`src/rtl/flash_status_pkg.sv`:
```
package flash_status_pkg;
  typedef enum logic {OP_PROG = 1'b0, OP_ERASE = 1'b1} op_kind_e;

  function automatic int unsigned max4(int unsigned a, int unsigned b,
                                       int unsigned c, int unsigned d);
    int unsigned m;
    m = a;
    if (b > m) m = b;
    if (c > m) m = c;
    if (d > m) m = d;
    return m;
  endfunction
endpackage

```
`src/rtl/fsg_timer.sv`:
```
module fsg_timer #(
  parameter int unsigned CNT_W = 8
) (
  input  logic             clk_i,
  input  logic             rst_ni,
  input  logic             load_i,
  input  logic [CNT_W-1:0] dur_i,
  output logic             busy_o,
  output logic             done_o
);
  logic [CNT_W-1:0] cnt_q;
  logic             busy_q;

  assign busy_o = busy_q;
  assign done_o = busy_q && (cnt_q == CNT_W'(1));

  always_ff @(posedge clk_i or negedge rst_ni) begin
    if (!rst_ni) begin
      cnt_q  <= '0;
      busy_q <= 1'b0;
    end else if (busy_q) begin
      if (cnt_q == CNT_W'(1)) busy_q <= 1'b0;
      cnt_q <= cnt_q - CNT_W'(1);
    end else if (load_i) begin
      cnt_q  <= dur_i;
      busy_q <= 1'b1;
    end
  end
endmodule

```
`src/rtl/fsg_array.sv`:
```
module fsg_array #(
  parameter int unsigned ADDR_W = 4,
  parameter int unsigned SECT_W = 2
) (
  input  logic              clk_i,
  input  logic              rst_ni,
  input  logic              wr_prog_i,
  input  logic              wr_erase_i,
  input  logic [ADDR_W-1:0] wr_addr_i,
  input  logic [7:0]        wr_data_i,
  input  logic [ADDR_W-1:0] rd_addr_i,
  output logic [7:0]        rd_byte_o
);
  localparam int unsigned DEPTH = 1 << ADDR_W;

  logic [7:0] mem_q [DEPTH];
  logic [SECT_W-1:0] wr_sect;

  assign wr_sect   = wr_addr_i[ADDR_W-1 -: SECT_W];
  assign rd_byte_o = mem_q[rd_addr_i];

  for (genvar g = 0; g < DEPTH; g++) begin : g_cell
    localparam logic [ADDR_W-1:0] IDX = ADDR_W'(g);
    logic hit_prog, hit_erase;
    assign hit_prog  = wr_prog_i && (wr_addr_i == IDX);
    assign hit_erase = wr_erase_i && (wr_sect == IDX[ADDR_W-1 -: SECT_W]);

    always_ff @(posedge clk_i or negedge rst_ni) begin
      if (!rst_ni)        mem_q[g] <= 8'hFF;
      else if (hit_prog)  mem_q[g] <= wr_data_i;
      else if (hit_erase) mem_q[g] <= 8'hFF;
    end
  end
endmodule

```
`src/rtl/fsg_read_mux.sv`:
```
module fsg_read_mux #(
  parameter int unsigned ADDR_W = 4,
  parameter int unsigned SECT_W = 2
) (
  input  logic              clk_i,
  input  logic              rst_ni,
  input  logic              rd_i,
  input  logic [ADDR_W-1:0] rd_addr_i,
  input  logic [7:0]        arr_byte_i,
  input  logic              busy_i,
  input  logic              op_prog_i,
  input  logic [ADDR_W-1:0] tgt_addr_i,
  input  logic              tgt_bit7_i,
  output logic [7:0]        rd_data_o
);
  logic       tog_q;
  logic [7:0] rd_q, status;
  logic       addr_hit, sect_hit;

  assign addr_hit = (rd_addr_i == tgt_addr_i);
  assign sect_hit = (rd_addr_i[ADDR_W-1 -: SECT_W] == tgt_addr_i[ADDR_W-1 -: SECT_W]);

  always_comb begin
    status    = arr_byte_i;
    status[6] = tog_q;
    if (op_prog_i) begin
      if (addr_hit) status[7] = ~tgt_bit7_i;
    end else if (sect_hit) begin
      status[7] = 1'b0;
    end
  end

  always_ff @(posedge clk_i or negedge rst_ni) begin
    if (!rst_ni) begin
      rd_q  <= 8'hFF;
      tog_q <= 1'b0;
    end else if (rd_i) begin
      if (busy_i) begin
        rd_q  <= status;
        tog_q <= ~tog_q;
      end else begin
        rd_q  <= arr_byte_i;
      end
    end
  end

  assign rd_data_o = rd_q;
endmodule

```
`src/rtl/flash_status_gen.sv`:
```
module flash_status_gen
  import flash_status_pkg::*;
#(
  parameter int unsigned ADDR_W          = 4,
  parameter int unsigned SECT_W          = 2,
  parameter int unsigned PROG_CYC        = 12,
  parameter int unsigned ERASE_CYC       = 30,
  parameter int unsigned PROG_ABORT_CYC  = 5,
  parameter int unsigned ERASE_ABORT_CYC = 18
) (
  input  logic              clk_i,
  input  logic              rst_ni,
  input  logic              prog_start_i,
  input  logic              erase_start_i,
  input  logic [ADDR_W-1:0] op_addr_i,
  input  logic [7:0]        op_data_i,
  input  logic              op_prot_i,
  input  logic              rd_i,
  input  logic [ADDR_W-1:0] rd_addr_i,
  output logic [7:0]        rd_data_o,
  output logic              busy_no
);
  localparam int unsigned MAX_CYC = max4(PROG_CYC, ERASE_CYC, PROG_ABORT_CYC, ERASE_ABORT_CYC);
  localparam int unsigned CNT_W   = $clog2(MAX_CYC + 1);

  op_kind_e          op_kind_q;
  logic [ADDR_W-1:0] tgt_addr_q;
  logic [7:0]        tgt_data_q;
  logic              abort_q;
  logic              busy, done, accept, op_is_prog;
  logic [CNT_W-1:0]  dur;
  logic [7:0]        arr_byte;

  assign accept     = !busy && (prog_start_i || erase_start_i);
  assign op_is_prog = (op_kind_q == OP_PROG);

  always_comb begin
    if (prog_start_i) dur = op_prot_i ? CNT_W'(PROG_ABORT_CYC)  : CNT_W'(PROG_CYC);
    else              dur = op_prot_i ? CNT_W'(ERASE_ABORT_CYC) : CNT_W'(ERASE_CYC);
  end

  always_ff @(posedge clk_i or negedge rst_ni) begin
    if (!rst_ni) begin
      op_kind_q  <= OP_PROG;
      tgt_addr_q <= '0;
      tgt_data_q <= 8'hFF;
      abort_q    <= 1'b0;
    end else if (accept) begin
      op_kind_q  <= prog_start_i ? OP_PROG : OP_ERASE;
      tgt_addr_q <= op_addr_i;
      tgt_data_q <= op_data_i;
      abort_q    <= op_prot_i;
    end
  end

  fsg_timer #(.CNT_W(CNT_W)) i_timer (
    .clk_i  (clk_i),
    .rst_ni (rst_ni),
    .load_i (accept),
    .dur_i  (dur),
    .busy_o (busy),
    .done_o (done)
  );

  fsg_array #(.ADDR_W(ADDR_W), .SECT_W(SECT_W)) i_array (
    .clk_i      (clk_i),
    .rst_ni     (rst_ni),
    .wr_prog_i  (done && !abort_q && op_is_prog),
    .wr_erase_i (done && !abort_q && !op_is_prog),
    .wr_addr_i  (tgt_addr_q),
    .wr_data_i  (tgt_data_q),
    .rd_addr_i  (rd_addr_i),
    .rd_byte_o  (arr_byte)
  );

  fsg_read_mux #(.ADDR_W(ADDR_W), .SECT_W(SECT_W)) i_rmux (
    .clk_i      (clk_i),
    .rst_ni     (rst_ni),
    .rd_i       (rd_i),
    .rd_addr_i  (rd_addr_i),
    .arr_byte_i (arr_byte),
    .busy_i     (busy),
    .op_prog_i  (op_is_prog),
    .tgt_addr_i (tgt_addr_q),
    .tgt_bit7_i (tgt_data_q[7]),
    .rd_data_o  (rd_data_o)
  );

  assign busy_no = !busy;
endmodule

```
`config.mk`:
```
export PLATFORM = sky130hd
export DESIGN_NAME = flash_status_gen
export DESIGN_NICKNAME = d
export VERILOG_FILES = /design/src/rtl/flash_status_pkg.sv /design/src/rtl/fsg_timer.sv /design/src/rtl/fsg_array.sv /design/src/rtl/fsg_read_mux.sv /design/src/rtl/flash_status_gen.sv
export SDC_FILE = /design/constraint.sdc
export NUM_CORES = 1
export LEC_CHECK = 0
export ABC_CLOCK_PERIOD_IN_PS = 2100
export CORE_MARGIN = 5
export CORE_UTILIZATION = 55
export DETAILED_ROUTE_END_ITERATION = 10
export GPL_ROUTABILITY_DRIVEN = 0
export PLACE_DENSITY = 0.73
export SYNTH_ARGS = -nofsm -noshare
export SYNTH_HDL_FRONTEND = slang
export SYNTH_SLANG_ARGS = --single-unit
```
`constraint.sdc`:
```
create_clock -name clk_i -period 2.1 [get_ports clk_i]
set_clock_uncertainty 0.2 [all_clocks]
set_input_delay 0.21 -clock clk_i [delete_from_list [all_inputs] [get_ports clk_i]]
set_output_delay 0.21 -clock clk_i [all_outputs]
set_load 0.05 [all_outputs]
```
==> results.rst <==
.. list-table::
   :header-rows: 1

   * - Metric
     - Value
   * - Top cell type by total area after synthesis
     - dfstp_2
   * - Clock period minus worst slack
     - 1983 ps
   * - FP Rows
     - 42
   * - Share of the core filled with cells in the final layout
     - 66.40%
   * - Total leakage power
     - 3.506 nW
   * - Worst Tran Pin Value
     - 812.3 ps
   * - Half-perimeter wire length of the detailed placement result
     - about 13000 um
   * - Die Area
     - between 15000 and 20000 um^2
   * - Ant diodes
     - 0
   * - Net count after synthesis
     - slightly above 600
   * - Worst setup path class
     - reg2reg
   * - Rel. slew slack
     - 45.79%
   * - Area Growth Syn to Fin
     - 17.78%
   * - Outcome
     - finished clean
   * - TritonCTS clock tree
     - done
   * - Largest fanout on the critical path
     - 8
   * - Launch point of the critical path
     - i_timer.cnt_q[3]
   * - Worst R2R End
     - i_array.mem_q[81]
   * - GRT Resource Usage Total
     - ~25%
   * - FMAX
     - approximately 500 MHz
   * - Number of vias per cell
     - 6.374
   * - Required time at the endpoint of the critical path
     - 2250 ps
   * - Number of placed instances, taps included
     - ~800
   * - Final global-route overflow total
     - 0
   * - R2R Setup Slk
     - 120 ps
   * - Post-synth design cell area
     - 7496 um^2
   * - PwrDens
     - 1398 nW/um^2
   * - List of most frequent post-synthesis cells
     - dfstp_2 (144), a21oi_1 (138), a2bb2oi_1 (61)
   * - Power Total
     - around 12 mW
   * - Warnings from Yosys
     - 0
   * - Clock share of power
     - 23.9%
   * - Aggregate negative setup slack
     - 0 ps
   * - Router iterations before antenna repair
     - 5
   * - Worst Setup Start Kind
     - flip-flop
   * - Root buffer selected by CTS
     - clkbuf_16
   * - DR iter-0 viols
     - approximately 570
   * - Final WL
     - around 19000 um
   * - Data arrival time of the worst path
     - 2130 ps
   * - End point of the critical path
     - i_array.mem_q[81]
   * - Final worst setup slack
     - 116.9 ps
   * - Horiz. Die Dim
     - 126.7 um
   * - Maximum count of clock buffers along a single path
     - 2
   * - Part of the total power dissipated in sequential elements
     - ~44%
   * - Sw Pwr
     - 4.341 mW
   * - Worst Hold Class
     - in2reg
   * - DP Worst Slack
     - -13.90 ps
   * - Total internal power
     - about 8.0 mW
   * - Area of the placeable core
     - 13300 um^2
   * - Largest cells by area after synthesis
     - dfstp_2 (50%), a21oi_1 (9.2%), a2bb2oi_1 (7.1%)
   * - Number of global-route vias before repair
     - 5385
   * - Fraction of the yosys area taken by sequential cells
     - 54.82%
   * - Number of synthesized register bits
     - 157
   * - Final hold violation count
     - 0
   * - Via count
     - 5354
   * - Combinational power share
     - 32.4%
   * - Number of max-capacitance violations reported
     - 0
   * - Cell with the most instances after synthesis
     - dfstp_2
   * - Count of final setup violators
     - 0
   * - Cell count of the worst reg-to-reg path
     - 5
   * - Maximum level of the CTS H-tree
     - 4
   * - Clk sinks
     - 157
   * - Largest net degree at the start of global routing
     - 56
   * - Switching part of the total power
     - 35.18%
   * - CTS clk-pin slew, worst paths
     - 70 ps
   * - Leading register cell type out of synthesis
     - dfstp_2
   * - Number of slew-limit violations in the final report
     - 0
   * - Initial core utilization
     - 56.38%
   * - Clock latency of the later-clocked register in the worst-skew pair
     - around 430 ps
   * - Drt drc
     - 0
   * - Avg WL per Cell
     - 22.63 um
   * - Number of different library cells in the post-synthesis netlist
     - 51
   * - Share of synthesized flip-flops with an asynchronous set or reset
     - 100.0%
   * - Count of mapped cells out of synthesis
     - 593
   * - Synth top area share
     - 50.48%
   * - Highest ir drop seen on vdd
     - roughly 0.98 mV
   * - Fill count
     - ~980
   * - Boundary pin count
     - 31
   * - Antenna viol nets, final
     - 0
   * - R2r startpoint
     - i_timer.cnt_q[3]
   * - Number of enable flip-flop cells after synthesis
     - 0
   * - Crit path capture type
     - flip-flop
   * - Global-route wire length before repair
     - ~30000 um
   * - Layout net count
     - 675
   * - Avg Cell Area, Syn
     - 12.64 um^2
   * - Die height
     - 126.7 um
   * - Non-filler cells in the finished layout
     - 840
   * - Share of final-layout standard cells stronger than drive strength 1
     - ~45%
   * - Post-route fraction of the period consumed by the critical path
     - between 90 and 100%
   * - Number of port buffers
     - 30
   * - Num CTS Buffers
     - 17
   * - Initial antenna violation count
     - 0
==> power by group through the flow <==
stage	Combinational [mW]	Sequential [mW]	Clock, mW
2_1_floorplan	2.55	5.25	0
6_report	4.00	5.39	2.95
5_1_grt	4.30	5.52	3.17
3_5_place_dp	3.93	5.39	0
4_1_cts	3.95	5.37	3.01
3_3_place_gp	3.80	5.35	0
==> cell type report <==
type                       instances  area [um^2]  share of cell area, %
clock buffer                      17        425.4                  4.819
sequential                       157         4109                  46.54
inverter                           9        33.78                 0.3827
tap                              176        220.2                  2.494
timing repair buffer              84        808.3                  9.155
multi-input combinational        382         3093                  35.03
clock inverter                    15        138.9                  1.573
==> layer usage <==
metal	wire length [um]	GRT usage (%)
met5	0	0.6192
met4	281	7.129
met3	1324	5.759
met2	9034	37.52
met1	8365	36.32
==> kinds of logic after synthesis <==
| logic type | after synthesis | synth area share [%] |
|---|---|---|
| AND/OR/NAND/NOR | 89 | 7.678 |
| buffers and inverters | 54 | 3.989 |
| AO/OA/AOI/OAI | 225 | 18.74 |
| multiplexers | 60 | 13.74 |
| adder cells (fa/ha/maj) | 2 | 0.3338 |
| flip-flops | 157 | 54.82 |
| XOR/XNOR | 6 | 0.7010 |
==> per-stage QoR <==
step                      cell area (um^2)  hold WS (ps)
final                                 8828         188.0
after global routing                  8828         176.1
after CTS                             8798         175.3
after detailed placement              8215         146.0
after global placement                8215         150.1
after floorplan                       7496        -285.6
==> placed cells by master, fill, tap and decap left out, types with 3 or more instances in the layout <==
cell type        Yosys  routed
o21ai_1              4       4
or3_1                3       3
clkdlybuf4s50_1      0      19
nor2_2               2       4
dfrtp_1             13      13
a22oi_1              4       4
nor2b_1             12      12
dfstp_2            144     144
o22a_1               3       3
inv_1                9       9
a2bb2oi_1           61      61
xnor2_1              5       5
mux2_2              19      19
clkinv_2             0       3
mux2i_1             11      11
mux4_1               8       8
nand3_1              3       3
nand2b_1             8       8
inv_6                0       5
buf_12               1      10
o21ai_0              5       5
nor3_1               6       6
nor2_4               4       4
mux4_2              22      22
buf_4                8      51
a21oi_1            138     138
clkinvlp_4           0       4
nand2_1              6       6
and2_1               4       4
nor2_1              24      22
clkbuf_16            0      17
and2b_2              3       3
==> how the worst min path moves through the flow <==
stage,from,to,cells past startpoint
final,op_data_i[5],tgt_data_q[5],2
after global routing,op_data_i[5],tgt_data_q[5],2
after floorplan,rst_ni,abort_q,0
after global placement,rst_ni,tgt_data_q[2],1
after detailed placement,rst_ni,tgt_data_q[2],1
after CTS,op_data_i[0],tgt_data_q[0],2
==> timing repair <==
action / CTS / global route
setup endpoints to repair: 3 / 22
resized for setup: 2 / 1
hold buffers: 1 / 0
pin swaps: 1 / 0
buffers inserted: 1 / 2
endpoints found under the hold margin: 81 / 0
==> sequential cells by signal, summed over array words and instances, names as in the netlist <==
register          count
i_timer.busy_o        1
i_rmux.tog_q          1
i_rmux.rd_data_o      8
tgt_addr_q            4
i_array.mem_q       128
tgt_data_q            8
op_kind_q             1
abort_q               1
i_timer.cnt_q         5
==> worst max-delay path, stage by stage, from the launching register on <==
cell and delay, ps:
dfrtp_1 410, nor4b_4 260, buf_4 180, and4b_2 240, and2_1 370, a2bb2oi_1 230
Power figures use the tool's default switching activity.
